`src/rtl/pair_timer8.sv`:
```
module pair_timer8 #(
  parameter int W    = 8,
  parameter int PW   = 9,
  parameter int TAP1 = 2,
  parameter int TAP2 = 5,
  parameter int TAP3 = PW
) (
  input  logic         clk,
  input  logic         rst_n,
  input  logic [1:0]   mode,
  input  logic         pre_run,
  input  logic         run0,
  input  logic         run1,
  input  logic [1:0]   src0,
  input  logic [1:0]   src1,
  input  logic [1:0]   pwm_len,
  input  logic         dbuf_en,
  input  logic         wr0,
  input  logic         wr1,
  input  logic [W-1:0] wdata,
  input  logic         tog_en,
  input  logic         tog_sel,
  input  logic         ff_clr,
  input  logic         ff_set,
  output logic         irq0,
  output logic         irq1,
  output logic         tout
);
  localparam logic [W-1:0] MASK_S = W'((1 << (W-2)) - 1);
  localparam logic [W-1:0] MASK_M = W'((1 << (W-1)) - 1);
  localparam logic [W-1:0] MASK_L = '1;

  logic [PW-1:0] pre;
  logic [W-1:0]  cnt0, cnt1, cmp0, cmp1, buf0;
  logic [3:0]    taps;
  logic [W-1:0]  mask;
  logic          tick0, tick1, m0, m1, m1p, ovf, full, reload, ev0, ev1;

  wire md_dual = (mode == 2'b00);
  wire md_wide = (mode == 2'b01);
  wire md_ppg  = (mode == 2'b10);
  wire md_pwm  = (mode == 2'b11);

  always_ff @(posedge clk or negedge rst_n)
    if (!rst_n)        pre <= '0;
    else if (!pre_run) pre <= '0;
    else               pre <= pre + 1'b1;

  assign taps = {pre_run & (&pre[TAP3-1:0]), pre_run & (&pre[TAP2-1:0]),
                 pre_run & (&pre[TAP1-1:0]), pre_run};

  assign mask = (pwm_len == 2'd0) ? MASK_S : (pwm_len == 2'd1) ? MASK_M : MASK_L;

  assign tick0 = run0 & taps[src0];
  assign m0    = tick0 && (cnt0 == cmp0);
  assign m1p   = tick0 && (cnt0 == cmp1);
  assign ovf   = tick0 && (cnt0 == mask);
  assign full  = m0 && (cnt1 == cmp1);
  assign tick1 = md_dual ? (run1 & ((src1 == 2'd0) ? m0 : taps[src1]))
               : md_wide ? (tick0 && (cnt0 == MASK_L)) : 1'b0;
  assign m1    = tick1 && (cnt1 == cmp1);

  assign reload = md_dual ? m0 : md_wide ? full : md_ppg ? m1p : ovf;
  assign ev0    = md_wide ? 1'b0 : md_pwm ? (m0 && !ovf) : m0;
  assign ev1    = md_dual ? m1 : reload;

  always_ff @(posedge clk or negedge rst_n)
    if (!rst_n)     cnt0 <= '0;
    else if (!run0) cnt0 <= '0;
    else if (tick0) cnt0 <= reload ? '0 : cnt0 + 1'b1;

  always_ff @(posedge clk or negedge rst_n)
    if (!rst_n) cnt1 <= '0;
    else if (md_dual) begin
      if (!run1)      cnt1 <= '0;
      else if (tick1) cnt1 <= m1 ? '0 : cnt1 + 1'b1;
    end else if (md_wide) begin
      if (!run0 || full) cnt1 <= '0;
      else if (tick1)    cnt1 <= cnt1 + 1'b1;
    end else cnt1 <= '0;

  always_ff @(posedge clk or negedge rst_n)
    if (!rst_n) begin
      cmp0 <= '0;
      cmp1 <= '0;
      buf0 <= '0;
    end else begin
      if (wr0) buf0 <= wdata;
      if (wr0 && !dbuf_en)       cmp0 <= wdata;
      else if (dbuf_en && reload) cmp0 <= buf0;
      if (wr1) cmp1 <= wdata;
    end

  always_ff @(posedge clk or negedge rst_n)
    if (!rst_n) begin
      irq0 <= 1'b0;
      irq1 <= 1'b0;
    end else begin
      irq0 <= ev0;
      irq1 <= ev1;
    end

  always_ff @(posedge clk or negedge rst_n)
    if (!rst_n)      tout <= 1'b0;
    else if (ff_clr) tout <= 1'b0;
    else if (ff_set) tout <= 1'b1;
    else case (mode)
      2'b00:   if (tog_en && (tog_sel ? m1 : m0)) tout <= ~tout;
      2'b01:   if (tog_en && full) tout <= ~tout;
      2'b10:   if (m0 ^ m1p) tout <= ~tout;
      default: if (ovf) tout <= 1'b1; else if (m0) tout <= 1'b0;
    endcase

  AST_CLR_WINS: assert property (@(posedge clk) disable iff (!rst_n)
    ff_clr |=> !tout);
  AST_SET_TAKES: assert property (@(posedge clk) disable iff (!rst_n)
    (ff_set && !ff_clr) |=> tout);
  AST_NO_IRQ0_WIDE: assert property (@(posedge clk) disable iff (!rst_n)
    md_wide |=> !irq0);
  AST_RUN_HOLD: assert property (@(posedge clk) disable iff (!rst_n)
    !run0 |=> (!irq0 && cnt0 == '0));
  AST_PWM_RISE: assert property (@(posedge clk) disable iff (!rst_n)
    (md_pwm && ovf && !ff_clr) |=> (tout && irq1));
endmodule

```
`config.mk`:
```
export PLATFORM = sky130hd
export DESIGN_NAME = pair_timer8
export DESIGN_NICKNAME = d
export VERILOG_FILES = /design/src/rtl/pair_timer8.sv
export SDC_FILE = /design/constraint.sdc
export NUM_CORES = 1
export LEC_CHECK = 0
export BUFFER_PORTS_ARGS = -buffer_cell sky130_fd_sc_hd__buf_2
export CORE_UTILIZATION = 45
export DETAILED_ROUTE_END_ITERATION = 16
export GPL_TIMING_DRIVEN = 1
export REMOVE_ABC_BUFFERS = 1
export SLEW_MARGIN = 20
export SYNTH_ARGS = -nofsm -noshare
export SYNTH_HDL_FRONTEND = slang
export SYNTH_SLANG_ARGS = --single-unit
```
`constraint.sdc`:
```
create_clock -name clk -period 5.1 [get_ports clk]
set_input_delay 0.255 -clock clk [delete_from_list [all_inputs] [get_ports clk]]
set_output_delay 0.255 -clock clk [all_outputs]
set_load 0.02 [all_outputs]
```
==> summary.md <==
| Metric | Value |
|---|---|
| Outcome | `finished, violations left` |
| Violated checks | `design-rule violations` |
| Worst R2R Start | `pre[0]` |
| Syn Inst Count | `288` |
| Initial antenna violation count | `0` |
| Final Cycle Share | `0.574` |
| Worst R2R Path Depth | `11` |
| Top_reg_cell synth | `dfrtp_1` |
| Post-Syn Area | `0.00304 mm2` |
| Kind of start point of the critical path | `flop` |
| 1st-iter DRT viols | `74` |
| Clock Latency Late Sink | `0.31 ns` |
| Postcts setup bufs | `0` |
| Vias in the first global route | `roughly 2,200` |
| Die area | `0.00708 mm2` |
| 1st-pass router iterations | `10` |
| Routed length per instance | `15.9 um` |
| Max Cap Violations | `0` |
| Fin crit period | `a little under 3 ns` |
| Seq/Total Area, Yosys | `0.429` |
| Relative slew margins | `0.508` |
| Final setup violation count | `0` |
| Total power | `0.000819 W` |
| Worst r2r dst | `cnt0[2]` |
| Die W | `84.1 um` |
| Nets | `346` |
| Die Ht | `84.1 um` |
| Max VDD drop | `around 110 uV` |
| CTS tree | `done` |
| Sink Count | `52` |
| Hold-fix buffers at CTS | `0` |
| Hold Violations, Final | `0` |
| Via/cell ratio | `5.67` |
| Share of layout cells above drive strength 1 | `0.217` |
| Initial cell density of the core | `0.473` |
| Arr. time, crit path | `3.17 ns` |
| Final Max Slew Viols | `0` |
| Rows | `29` |
| Total gr overflow | `0` |
| Worst Path Required | `5.34 ns` |
| Netlist cell types | `50` |
| Post-Route Skew | `0.00922 ns` |
| RSZ-0062 raised after global routing | `no` |
| Final Routed Wirelength | `6.22 mm` |
| Yosys reg bits | `52` |
| Detailed-route DRC error count | `4` |
| Filler cells | `591` |
| Clk buf depth | `2` |
| First-pass GRT wire length | `10.7 mm` |
| GRT Overall Usage | `0.191` |
| Post-synth EDFFs | `0` |
| DRT antenna net count | `0` |
| Kind of critical path | `reg2reg` |
| Synth Warn # | `0` |
| Worst-path fanout max | `8` |
| Core area | `0.00642 mm2` |
| Worst slew pin tran | `0.732 ns` |
| Root Driver | `clkbuf_8` |
| Leak pwr | `~1.4 nW` |
| I/O pin count | `31` |
| CP Capture Type | `flop` |
| Synth async-reset ratio | `1.00` |
| P per Cell Area | `about 250 mW/mm2` |
| Placer Congestion | `0.789` |
| Vias | `2,218` |
| Port bufs | `30` |
| Area delta synth->final | `8.61%` |
| R2R setup slack | `2.17 ns` |
| Setup_tns | `0 ns` |
| Post-Syn Area per Cell | `10.5 um2` |
| Pin count of the biggest net entering global routing | `53` |
| TritonCTS Buffers | `5` |
| Clk pin slew, worst setup/hold paths | `around 0.11 ns` |
| Hpwl dp | `around 4.6 mm` |
| H-tree depth | `2` |
| Fmax | `342 MHz` |
| N_diodes | `0` |
| HP Class | `in2async` |
| Post_cts resized | `0` |
## routing by layer
| layer | global-route usage | part of all wire | vias to the layer above |
|---|---|---|---|
| met1 | 0.272 | 0.50 | 1088 |
| met2 | 0.307 | 0.46 | 38 |
| met4 | 0.0564 | 0.010 | 0 |
| met3 | 0.0246 | 0.031 | 5 |
| li1 | - | - | 1087 |
| met5 | 0 | 0 | - |
## cell usage after synthesis, drive strengths merged, types with 6 or more instances
cell	instances	area, um2
o221a	8	90.1
o21ai	9	56.3
buf	9	72.6
nand2	19	71.3
and3	7	43.8
xor2	32	280
dfrtp	52	1300
a21oi	12	63.8
nand3	15	92.6
nor3	7	35.0
nand2b	13	83.8
nor2	19	73.8
mux2	16	180
and2	8	50.1
nor4	6	67.6
## report_power, final
| part | switching (W) | internal (W) |
|---|---|---|
| combinational | 0.0000589 | 0.0000497 |
| sequential | 0.0000223 | 0.000436 |
| clock | 0.000150 | 0.000101 |
## worst max-delay path, stage by stage (launching register included)
cell	delay, ns
dfrtp_1	0.40
ha_1	0.25
and3_1	0.22
and3_1	0.18
ha_1	0.19
mux2i_1	0.28
a211oi_4	0.15
nand4_1	0.15
a21oi_1	0.09
nor3_1	0.61
a21oi_1	0.16
a31oi_1	0.16
## worst max-delay path by stage
| stage | start | to | slack, ns |
|---|---|---|---|
| global route | pre[0] | cnt0[7] | 1.86 |
| floorplan | pre[0] | cnt0[6] | 2.47 |
| CTS | pre[0] | cnt0[6] | 2.14 |
| detailed placement | pre[0] | cnt0[6] | 2.18 |
| global placement | pre[0] | cnt0[6] | 2.24 |
| finish | pre[0] | cnt0[2] | 2.17 |
## final cells by class
| type | instances | area, um2 | share of cell area |
|---|---|---|---|
| timing repair buffer | 31 | 158 | 0.0478 |
| clock inverter | 3 | 27.5 | 0.00835 |
| multi-input combinational | 220 | 1640 | 0.496 |
| sequential | 52 | 1300 | 0.395 |
| clock buffer | 5 | 68.8 | 0.0209 |
| inverter | 3 | 11.3 | 0.00341 |
| tap | 77 | 96.3 | 0.0292 |
## state kept, by name (all words and copies together) (netlist names)
name and cells:
buf0 8, cmp0 8, cmp1 8, cnt0 8, cnt1 8, irq0 1
irq1 1, pre 9, tout 1
## metrics by stage
| stage | hold WS [ns] | utilization | std cells | worst slack, ns | instance area [um2] |
|---|---|---|---|---|---|
| after floorplan | -0.0406 | - | 275 | 2.47 | 2950 |
| after global placement | 0.420 | 0.499 | 383 | 2.24 | 3200 |
| after detailed placement | 0.417 | 0.499 | 383 | 2.18 | 3200 |
| after CTS | 0.0795 | 0.514 | 391 | 2.14 | 3300 |
| after global routing | 0.0824 | 0.514 | 391 | 1.86 | 3300 |
| final | 0.0458 | 0.514 | 391 | 2.17 | 3300 |
## layout by cell type (no fill, tap or decap), types with 2 or more instances in the layout
cell,n
nand4_1,4
clkbuf_8,5
mux2_2,16
nor4_4,2
nand3_1,13
ha_1,5
dfrtp_1,52
a21oi_1,11
nor4_1,4
o2111ai_1,4
or3_1,2
nor2_1,18
a31oi_1,5
mux2i_1,2
inv_1,3
nor2b_1,3
nand2b_1,12
nor3_1,7
and3_1,7
nand2_1,19
a211oi_4,2
buf_2,30
nand3b_1,2
o211ai_1,2
xnor2_1,5
o221a_1,8
and2_1,8
a211o_1,3
o21ai_0,7
xor2_1,32
## logic make-up after synthesis
group,Yosys count,share of synthesized area
compound gates,51,0.137
mux,18,0.0659
buf+inv,16,0.0330
fa+ha+maj,5,0.0206
flops,52,0.429
simple gates,109,0.208
xor+xnor,37,0.107
(Power assumes the default switching activity.)
